**src/rtl/trim_pkg.sv**
```systemverilog
`timescale 1ns/1ps
package trim_pkg;
  typedef enum logic [1:0] {
    WK_CTRL = 2'd0,
    WK_OFFA = 2'd1,
    WK_OFFB = 2'd2
  } wr_kind_e;

  typedef enum logic [2:0] {
    S_IDLE, S_EN, S_CODE, S_WAIT, S_DIS, S_HA, S_HB
  } cal_state_e;
endpackage

```
**src/rtl/trim_settle_timer.sv**
```systemverilog
`timescale 1ns/1ps
module trim_settle_timer #(
  parameter int SETTLE_CYC = 500
) (
  input  logic clk,
  input  logic rst,
  input  logic load,
  output logic expire
);
  localparam int TW = $clog2(SETTLE_CYC + 1);

  logic [TW-1:0] cnt;
  logic          run;

  always_ff @(posedge clk) begin
    if (rst) begin
      run <= 1'b0;
      cnt <= '0;
    end else if (load) begin
      run <= 1'b1;
      cnt <= TW'(SETTLE_CYC - 1);
    end else if (run) begin
      if (cnt == '0) run <= 1'b0;
      else           cnt <= cnt - 1'b1;
    end
  end

  assign expire = run && (cnt == '0);

  // each settle window ends in a single sampling cycle
  a_r6_single_expire: assert property (@(posedge clk) disable iff (rst)
    expire |=> !expire);
endmodule

```
**src/rtl/trim_code_store.sv**
```systemverilog
`timescale 1ns/1ps
module trim_code_store #(
  parameter int CODE_W = 6
) (
  input  logic              clk,
  input  logic              rst,
  input  logic              we,
  input  logic [1:0]        waddr,
  input  logic [CODE_W-1:0] wdata,
  input  logic              rhead,
  output logic [CODE_W-1:0] rd_a,
  output logic [CODE_W-1:0] rd_b
);
  localparam int DEPTH = 4;

  logic [CODE_W-1:0] mem [DEPTH];

  always_ff @(posedge clk) begin
    if (rst) begin
      for (int i = 0; i < DEPTH; i++) mem[i] <= '0;
    end else if (we) begin
      mem[waddr] <= wdata;
    end
  end

  assign rd_a = mem[{1'b0, rhead}];
  assign rd_b = mem[{1'b1, rhead}];
endmodule

```
**src/rtl/trim_wr_port.sv**
```systemverilog
`timescale 1ns/1ps
module trim_wr_port
  import trim_pkg::*;
#(
  parameter int CODE_W = 6
) (
  input  logic              clk,
  input  logic              rst,
  input  logic              issue,
  input  wr_kind_e          iss_kind,
  input  logic [CODE_W-1:0] iss_data,
  input  logic              wr_ack,
  output logic              wr_req,
  output logic [1:0]        wr_kind,
  output logic [CODE_W-1:0] wr_data,
  output logic              accept
);
  always_ff @(posedge clk) begin
    if (rst) begin
      wr_req  <= 1'b0;
      wr_kind <= 2'd0;
      wr_data <= '0;
    end else if (issue) begin
      wr_req  <= 1'b1;
      wr_kind <= iss_kind;
      wr_data <= iss_data;
    end else if (wr_req && wr_ack) begin
      wr_req <= 1'b0;
    end
  end

  assign accept = wr_req && wr_ack;

  a_r2_hold_until_ack: assert property (@(posedge clk) disable iff (rst)
    (wr_req && !wr_ack) |=> (wr_req && $stable(wr_kind) && $stable(wr_data)));
endmodule

```
**src/rtl/trim_cal_seq.sv**
```systemverilog
`timescale 1ns/1ps
module trim_cal_seq
  import trim_pkg::*;
#(
  parameter int CODE_W     = 6,
  parameter int SETTLE_CYC = 500
) (
  input  logic              clk,
  input  logic              rst,
  input  logic              start,
  input  logic              chan_sel,
  input  logic              head_sel,
  input  logic              drive_busy,
  input  logic              por_active,
  input  logic              mon_in,
  output logic              wr_req,
  output logic [1:0]        wr_kind,
  output logic [CODE_W-1:0] wr_data,
  input  logic              wr_ack,
  output logic              done,
  output logic              err,
  output logic              refused
);
  localparam logic signed [CODE_W-1:0] CODE_MAX = {1'b0, {(CODE_W-1){1'b1}}};
  localparam logic signed [CODE_W-1:0] CODE_MIN = {1'b1, {(CODE_W-1){1'b0}}};
  localparam logic signed [CODE_W-1:0] ONE      = CODE_W'(1);

  cal_state_e st, st_n;
  logic ch_q, head_q, first_q, prev_q;
  logic signed [CODE_W-1:0] code_q, dev_a, dev_b, step_code;
  logic done_q, err_q, ref_q;

  logic accept, tmr_exp, tmr_load, st_we, iss, rhead;
  wr_kind_e iss_kind;
  logic [CODE_W-1:0] iss_data, rd_a, rd_b;
  logic head_chg, start_ok, flip, at_lim;

  function automatic logic [CODE_W-1:0] ctrl_word(input logic en, input logic ch);
    return {{(CODE_W-2){1'b0}}, en, ch};
  endfunction

  assign head_chg  = (head_sel != head_q);
  assign start_ok  = !drive_busy || por_active;
  assign flip      = !first_q && (mon_in != prev_q);
  assign at_lim    = mon_in ? (code_q == CODE_MAX) : (code_q == CODE_MIN);
  assign step_code = mon_in ? (code_q + ONE) : (code_q - ONE);
  assign rhead     = (st == S_IDLE) ? head_sel : head_q;

  always_comb begin
    st_n     = st;
    iss      = 1'b0;
    iss_kind = WK_CTRL;
    iss_data = '0;
    tmr_load = 1'b0;
    st_we    = 1'b0;
    case (st)
      S_IDLE: begin
        if (head_chg) begin
          iss = 1'b1; iss_kind = WK_OFFA; iss_data = rd_a; st_n = S_HA;
        end else if (start && start_ok) begin
          iss = 1'b1; iss_data = ctrl_word(1'b1, chan_sel); st_n = S_EN;
        end
      end
      S_EN: if (accept) begin
        iss = 1'b1; iss_kind = ch_q ? WK_OFFB : WK_OFFA; iss_data = code_q; st_n = S_CODE;
      end
      S_CODE: if (accept) begin
        tmr_load = 1'b1; st_n = S_WAIT;
      end
      S_WAIT: if (tmr_exp) begin
        if (flip || at_lim) begin
          st_we = flip;
          iss = 1'b1; iss_data = ctrl_word(1'b0, ch_q); st_n = S_DIS;
        end else begin
          iss = 1'b1; iss_kind = ch_q ? WK_OFFB : WK_OFFA; iss_data = step_code; st_n = S_CODE;
        end
      end
      S_DIS: if (accept) st_n = S_IDLE;
      S_HA: if (accept) begin
        iss = 1'b1; iss_kind = WK_OFFB; iss_data = rd_b; st_n = S_HB;
      end
      S_HB: if (accept) st_n = S_IDLE;
      default: st_n = S_IDLE;
    endcase
  end

  always_ff @(posedge clk) begin
    if (rst) begin
      st      <= S_IDLE;
      ch_q    <= 1'b0;
      head_q  <= 1'b0;
      first_q <= 1'b1;
      prev_q  <= 1'b0;
      code_q  <= '0;
      dev_a   <= '0;
      dev_b   <= '0;
      done_q  <= 1'b0;
      err_q   <= 1'b0;
      ref_q   <= 1'b0;
    end else begin
      st     <= st_n;
      done_q <= 1'b0;
      ref_q  <= 1'b0;
      if (st == S_IDLE && head_chg) head_q <= head_sel;
      if (st == S_IDLE && !head_chg && start) begin
        if (start_ok) begin
          ch_q    <= chan_sel;
          code_q  <= chan_sel ? dev_b : dev_a;
          first_q <= 1'b1;
          err_q   <= 1'b0;
        end else begin
          ref_q <= 1'b1;
        end
      end
      if (st == S_WAIT && tmr_exp && !flip) begin
        if (at_lim) begin
          err_q <= 1'b1;
        end else begin
          code_q  <= step_code;
          prev_q  <= mon_in;
          first_q <= 1'b0;
        end
      end
      if (st == S_DIS && accept) done_q <= 1'b1;
      if (accept && wr_kind == WK_OFFA) dev_a <= wr_data;
      if (accept && wr_kind == WK_OFFB) dev_b <= wr_data;
    end
  end

  assign done    = done_q;
  assign err     = err_q;
  assign refused = ref_q;

  trim_wr_port #(.CODE_W(CODE_W)) u_port (
    .clk(clk), .rst(rst), .issue(iss), .iss_kind(iss_kind), .iss_data(iss_data),
    .wr_ack(wr_ack), .wr_req(wr_req), .wr_kind(wr_kind), .wr_data(wr_data), .accept(accept)
  );

  trim_settle_timer #(.SETTLE_CYC(SETTLE_CYC)) u_tmr (
    .clk(clk), .rst(rst), .load(tmr_load), .expire(tmr_exp)
  );

  trim_code_store #(.CODE_W(CODE_W)) u_store (
    .clk(clk), .rst(rst), .we(st_we), .waddr({ch_q, head_q}), .wdata(code_q),
    .rhead(rhead), .rd_a(rd_a), .rd_b(rd_b)
  );

  a_r4_refuse_cause: assert property (@(posedge clk) disable iff (rst)
    refused |-> ($past(start) && $past(drive_busy) && !$past(por_active)));

  a_r8_done_pulse: assert property (@(posedge clk) disable iff (rst)
    done |=> !done);

  a_r6_quiet_settle: assert property (@(posedge clk) disable iff (rst)
    (st == S_WAIT) |-> !wr_req);

  a_r11_head_hold: assert property (@(posedge clk) disable iff (rst)
    (st != S_IDLE) |=> $stable(head_q));

  a_r9_err_at_limit: assert property (@(posedge clk) disable iff (rst)
    $rose(err) |-> (code_q == CODE_MAX || code_q == CODE_MIN));
endmodule

```
**config.mk**
```make
export PLATFORM = sky130hd
export DESIGN_NAME = trim_cal_seq
export DESIGN_NICKNAME = d
export VERILOG_FILES = /design/src/rtl/trim_pkg.sv /design/src/rtl/trim_settle_timer.sv /design/src/rtl/trim_code_store.sv /design/src/rtl/trim_wr_port.sv /design/src/rtl/trim_cal_seq.sv
export SDC_FILE = /design/constraint.sdc
export NUM_CORES = 1
export LEC_CHECK = 0
export ABC_AREA = 0
export BUFFER_PORTS_ARGS = -buffer_cell sky130_fd_sc_hd__buf_2
export CAP_MARGIN = 30
export CORE_ASPECT_RATIO = 0.8
export CORE_MARGIN = 3
export CORE_UTILIZATION = 61
export DETAILED_ROUTE_END_ITERATION = 16
export PLACE_DENSITY_LB_ADDON = 0.2
export SYNTH_ARGS = -nofsm -noshare
export SYNTH_HDL_FRONTEND = slang
export SYNTH_SLANG_ARGS = --single-unit
```
**constraint.sdc**
```tcl
create_clock -name clk -period 3.4 [get_ports clk]
set_clock_uncertainty 0.2 [all_clocks]
set_input_delay 0.68 -clock clk [delete_from_list [all_inputs] [get_ports clk]]
set_output_delay 0.68 -clock clk [all_outputs]
set_load 0.03 [all_outputs]
```
==> impl_metrics.csv, run 1 <==
group,metric,value,unit
status,status,"finished clean",
cts,clk_path_buf_depth,2,
synth,synth_async_sr_flop_share,0,
global_route,grt_first_pass_wirelength,13400,um
detailed_routing,drc,0,
floorplan,initial_utilization,0.651,
detailed_routing,dr_total_vias,2911,
synth,synth_ff_type,"dfxtp_1",
critical_path,critPathBufInv,0,
synth,syn_area_per_cell,9.86,um2
critical_path,slowest_delay,650,ps
floorplan,die_h,75.4,um
sta,hold_violations,0,
global_route,grt_busiest_layer,"met2",
global_route,grt-ovfl-total,0,
detailed_routing,dr.pass1.iters,5,
critical_path,cp-start-kind,"flip-flop",
final_layout,final_common_cell,"dfxtp_1",
synth,ys_seq_elements,71,
placed_design,dp_hpwl,5850,um
sta,setup-violations-final,0,
cts,cts_resized,0,
sta,min_period,2920,ps
placed_design,portBuffers,20,
synth,synth.cell_area,3680,um2
cts,htree_levels,3,
global_route,grt_pass1_vias,2653,
floorplan,coreArea,5650,um2
critical_path,worstSetupEndpointType,"flip-flop",
detailed_routing,viasPerCell,6.23,
global_route,met3_usage,0.0721,
cts,cts_setup_buffers,0,
cts,tritoncts,"built",
synth,ys_warn_count,0,
cts,insertion_delay,360,ps
synth,synth_cell_types,66,
power,peakVddDrop,0.326,mV
final_layout,final_net_count,399,
critical_path,crit_type,"flip-flop to flip-flop",
global_route,grt_util_all_layers,0.255,
sta,drv_slew,0,
sta,worst-slew-pin-transition,641,ps
placed_design,finalWeightedCongestion,0.843,
power,power.leakage,0.00154,uW
critical_path,cpMostUsedCell,"or4_4",
critical_path,slowest_stage,"or4_4",
detailed_routing,wl,8430,um
hold_path,hp-class,"flip-flop to flip-flop",
synth,synth_edf_count,24,
critical_path,critPathMaxFanout,8,
cts,cts-hold-fix-buffers,0,
global_route,grt_start_max_net_pins,58,
detailed_routing,avgRoutedWirePerCell,18.0,um
global_route,use_met1,0.354,
final_layout,drive_above_1_share,0.159,
global_route,antenna_found_initial,0,
critical_path,cp_top_family,"simple AND/OR/NAND/NOR gates",
sta,max_freq,0.342,GHz
final_layout,final_cells,467,
floorplan,io_pins,21,
final_layout,mostFrequentLayoutCells,"dfxtp_1, nor2_1, a21oi_1",
sta,rsz0062_at_grt,"false",
critical_path,cp.required,3240,ps
critical_path,worstPathArrival,2760,ps
floorplan,die-area,7000,um2
final_layout,syn_to_final_growth,7.25,%
power,power.density,587,nW/um2
cts,cts-root-buf,"clkbuf_8",
detailed_routing,first_iter_violations,272,
placed_design,place_inst,451,
final_layout,antenna_cells,0,
sta,timing.final.crit_share,0.859,
cts,clkTransAtPathRegs,80,ps
synth,ys_seq_area_frac,0.452,
detailed_routing,antenna_left,0,
synth,synth_nets,388,
floorplan,rows,24,
global_route,use_met2,0.387,
cts,cts.sinks,71,
job,max-cap-violations,0,
sta,setup_tns,0,ps
floorplan,fp.dieW,92.8,um
sta,slew_headroom,0.572,
cts,cts-buffers-inserted,9,
critical_path,cp_cell_sequence,"or4_4, or4_4, nor3_4, nor3b_4, or2_1",
synth,synth_cells,373,
==> sequential cells by signal, indices dropped and copies added, names as in the netlist, 2 cells and up <==
| register | cells |
|---|---|
| u_port.wr_data | 6 |
| u_tmr.cnt | 9 |
| u_port.wr_kind | 2 |
| st | 3 |
| dev_a | 6 |
| code_q | 6 |
| dev_b | 6 |
| u_store.mem | 24 |
==> cell type report <==
class                           count  area [um2]
Inverter                           17        63.8
Tap cell                           78        97.6
Timing Repair Buffer               27         153
Multi-Input combinational cell    258        1800
Clock inverter                      6        43.8
Clock buffer                       10         128
Fill cell                         447        1700
Sequential cell                    71        1660
==> stage by stage <==
| stage | power (uW) | instance area (um2) | setup slack (ps) | hold slack (ps) | util |
|---|---|---|---|---|---|
| 2_1_floorplan | 1540 | 3680 | 587 | 243 | - |
| 3_3_place_gp | 1700 | 3770 | 491 | 259 | 0.668 |
| 3_5_place_dp | 1710 | 3770 | 413 | 272 | 0.668 |
| 4_1_cts | 2310 | 3940 | 472 | 283 | 0.698 |
| 5_1_grt | 2420 | 3940 | 340 | 316 | 0.698 |
| 6_report | 2320 | 3940 | 478 | 282 | 0.698 |
==> Yosys cell counts (6+ instances only) <==
| library cell | n | area (um2) |
|---|---|---|
| edfxtp_1 | 24 | 721 |
| a211o_1 | 7 | 61.3 |
| mux2i_1 | 17 | 170 |
| nor3_1 | 12 | 60.1 |
| nor2b_1 | 10 | 62.6 |
| nor4_1 | 6 | 37.5 |
| nand2_1 | 16 | 60.1 |
| nor2_1 | 27 | 101 |
| a21oi_1 | 26 | 130 |
| inv_1 | 17 | 63.8 |
| dfxtp_1 | 47 | 941 |
| and2_1 | 22 | 138 |
| a31oi_1 | 6 | 37.5 |
| a211oi_1 | 8 | 60.1 |
| xnor2_1 | 6 | 52.6 |
| o21ai_0 | 10 | 50.1 |
| clkbuf_1 | 19 | 71.3 |
==> worst paths after layout <==
| kind | from | endpoint | slack [ps] | depth (start not counted) |
|---|---|---|---|---|
| setup / recovery | u_tmr.cnt[5]$_SDFFE_PP0P_ | u_store.mem[2][5]$_SDFFCE_PN0P_ | 480 | 5 |
| hold / removal | u_port.wr_kind[1]$_SDFFE_PP0P_ | u_port.wr_kind[1]$_SDFFE_PP0P_ | 280 | 2 |
| setup reg to reg | u_tmr.cnt[5]$_SDFFE_PP0P_ | u_store.mem[2][5]$_SDFFCE_PN0P_ | 480 | 5 |
| hold reg to reg | u_port.wr_kind[1]$_SDFFE_PP0P_ | u_port.wr_kind[1]$_SDFFE_PP0P_ | 280 | 2 |
==> cells by family (layout without fill, tap and decap cells) <==
group,after synthesis,after routing,share of synthesized area
adders and majority gates,6,6,0.0225
xor gates and xnor gates,10,10,0.0238
DFF,71,71,0.452
and+or+nand+nor,133,133,0.220
muxes,21,21,0.0585
AOI/OAI and AO/OA,88,88,0.164
buffers and inverters,44,60,0.0596
==> report_power, final <==
group          internal [uW]  switching (uW)
registers                948             115
logic                    262             385
clock network            267             338
total                   1480             837
==> worst reg2reg max path: cells and delay by family (launching register included) <==
kind | cells | cell delay, ps
and+or+nand+nor | 5 | 2040
DFF | 1 | 350
==> routing by layer <==
metal	wire length (um)	part of all wire
met1	3850	0.46
met5	0	0
met4	119	0.014
met2	3710	0.44
met3	751	0.089
(Power assumes the default switching activity.)
==> run 2: changes to the inputs <==
- CORE_UTILIZATION: 61 -> 63
- CTS_BUF_LIST: not set -> sky130_fd_sc_hd__clkbuf_4 sky130_fd_sc_hd__clkbuf_8
==> run 2 against run 1 <==
  * Total power rose by 13%
  * Largest cell class unchanged
  * Design area rose by 2.6%
  * Critical endpoint is now u_store.mem[2][0]$_SDFFCE_PN0P_
  * Clock-buffer cell count did not move
  * Critical path depth did not move
==> impl_metrics.csv, run 2 (same netlist as run 1, synthesis figures left out) <==
group,metric,value,unit
sta,rsz0062_at_grt,"false",
sta,setup_ws,415,ps
detailed_routing,drc,0,
sta,hold_slack,284,ps
detailed_routing,viasPerCell,6.22,
floorplan,die-area,6790,um2
cts,cts_setup_buffers,0,
detailed_routing,antenna_left,0,
cts,insertion_delay,350,ps
floorplan,io_pins,21,
global_route,grt-ovfl-total,0,
critical_path,r2r-start,"u_tmr.cnt[5]$_SDFFE_PP0P_",
power,power.leakage,0.00159,uW
placed_design,finalWeightedCongestion,0.829,
global_route,grt_start_max_net_pins,58,
job,max-cap-violations,0,
floorplan,fp.dieW,91.4,um
final_layout,antenna_cells,0,
cts,clk_path_buf_depth,2,
detailed_routing,avgRoutedWirePerCell,18.2,um
critical_path,worstSetupEndpointType,"flip-flop",
cts,cts-buffers-inserted,9,
cts,cts.sinks,71,
cts,clkTransAtPathRegs,70,ps
status,status,"finished clean",
placed_design,dp_hpwl,5830,um
global_route,grt_pass1_vias,2683,
final_layout,syn_to_final_growth,10.0,%
final_layout,mostFrequentLayoutCells,"dfxtp_1, nor2_1, a21oi_1",
final_layout,regMostFlops,"u_store.mem",
final_layout,nFillCells,422,
final_layout,final_net_count,400,
final_layout,top_regs,"u_store.mem x24, u_tmr.cnt x9",
sta,hold_violations,0,
floorplan,coreArea,5560,um2
critical_path,r2r_end,"u_store.mem[2][0]$_SDFFCE_PN0P_",
sta,setup-violations-final,0,
detailed_routing,wl,8530,um
critical_path,crit_type,"flip-flop to flip-flop",
global_route,grt_first_pass_wirelength,13800,um
detailed_routing,dr.pass1.iters,7,
sta,worst-slew-pin-transition,634,ps
cts,cts-root-buf,"clkbuf_8",
power,peakVddDrop,0.353,mV
cts,tritoncts,"built",
sta,drv_slew,0,
placed_design,portBuffers,20,
final_layout,drive_above_1_share,0.164,
floorplan,rows,24,
final_layout,final_common_cell,"dfxtp_1",
critical_path,critPathMaxFanout,8,
detailed_routing,dr_total_vias,2911,
floorplan,die_h,74.3,um
critical_path,worstPathArrival,2810,ps
hold_path,holdPathEnd,"u_port.wr_kind[1]$_SDFFE_PP0P_",
critical_path,cpMostUsedCell,"or4_4",
global_route,grt_util_all_layers,0.264,
cts,cts-hold-fix-buffers,0,
hold_path,hp-start,"u_port.wr_kind[1]$_SDFFE_PP0P_",
sta,timing.final.crit_share,0.878,
final_layout,largest_reg_flops,24,
critical_path,r2r_setup_slack,420,ps
detailed_routing,first_iter_violations,346,
critical_path,cp_cell_sequence,"or4_4, or4_4, nor3_4, nor3b_4, or2_1",
hold_path,hp-class,"flip-flop to flip-flop",
hold_path,holdPathStages,2,
critical_path,slowest_delay,650,ps
critical_path,cp-start-kind,"flip-flop",
cts,cts_resized,0,
placed_design,dp_slack,380,ps
power,power.density,646,nW/um2
floorplan,initial_utilization,0.662,
cts,htree_levels,3,
critical_path,slowest_stage,"or4_4",
critical_path,r2r_cells,5,
power,power,2610,uW
sta,min_period,2980,ps
global_route,antenna_found_initial,0,
critical_path,cp.required,3220,ps
sta,setup_tns,0,ps
sta,max_freq,0.335,GHz
sta,slew_headroom,0.577,
## run 2: how the worst max path moves through the flow
stage / endpoint / start / cells past startpoint
finish: u_store.mem[2][0]$_SDFFCE_PN0P_ / u_tmr.cnt[5]$_SDFFE_PP0P_ / 5
floorplan: u_store.mem[2][0]$_SDFFCE_PN0P_ / u_tmr.cnt[5]$_SDFFE_PP0P_ / 7
CTS: u_store.mem[0][1]$_SDFFCE_PN0P_ / u_tmr.cnt[5]$_SDFFE_PP0P_ / 5
detailed placement: code_q[4]$_SDFF_PP0_ / mon_in / 9
global placement: code_q[4]$_SDFF_PP0_ / mon_in / 9
global route: u_store.mem[2][0]$_SDFFCE_PN0P_ / u_tmr.cnt[5]$_SDFFE_PP0P_ / 5
## run 2: through the flow
step / instances / area [um2] / util
6_report: 468 / 4040 / 0.728
5_1_grt: 468 / 4040 / 0.728
4_1_cts: 468 / 4040 / 0.728
3_3_place_gp: 452 / 3780 / 0.680
2_1_floorplan: 373 / 3680 / -
3_5_place_dp: 452 / 3780 / 0.680
## run 2: area by class of cell
type	instances	area, um2	area share
inverters	17	63.8	0.0158
multi-input cells	258	1800	0.444
clock buffers	10	131	0.0325
flip-flops and latches	71	1660	0.411
clock inverters	6	134	0.0331
repair buffers	28	160	0.0396
well taps	78	97.6	0.0241
## run 2: worst max-delay path: cells and delay by family (launching register included)
family | cells | cell delay, ps
DFF | 1 | 350
and+or+nand+nor | 5 | 2110
## run 2: routing by layer
metal  part of all wire  global-route usage  up-vias
li1                   -                   -     1389
met1               0.48               0.374     1394
met2               0.44               0.403      114
met3              0.074              0.0748       14
met4              0.010              0.0652        0
met5                  0                   0        -
## run 2: power by group
| part | leakage (uW) | switching (uW) | total (uW) | internal [uW] |
|---|---|---|---|---|
| registers | 0.000628 | 102 | 1050 | 949 |
| clock network | 0.000134 | 316 | 886 | 570 |
| logic | 0.000830 | 405 | 674 | 269 |
| total | 0.00159 | 824 | 2610 | 1790 |
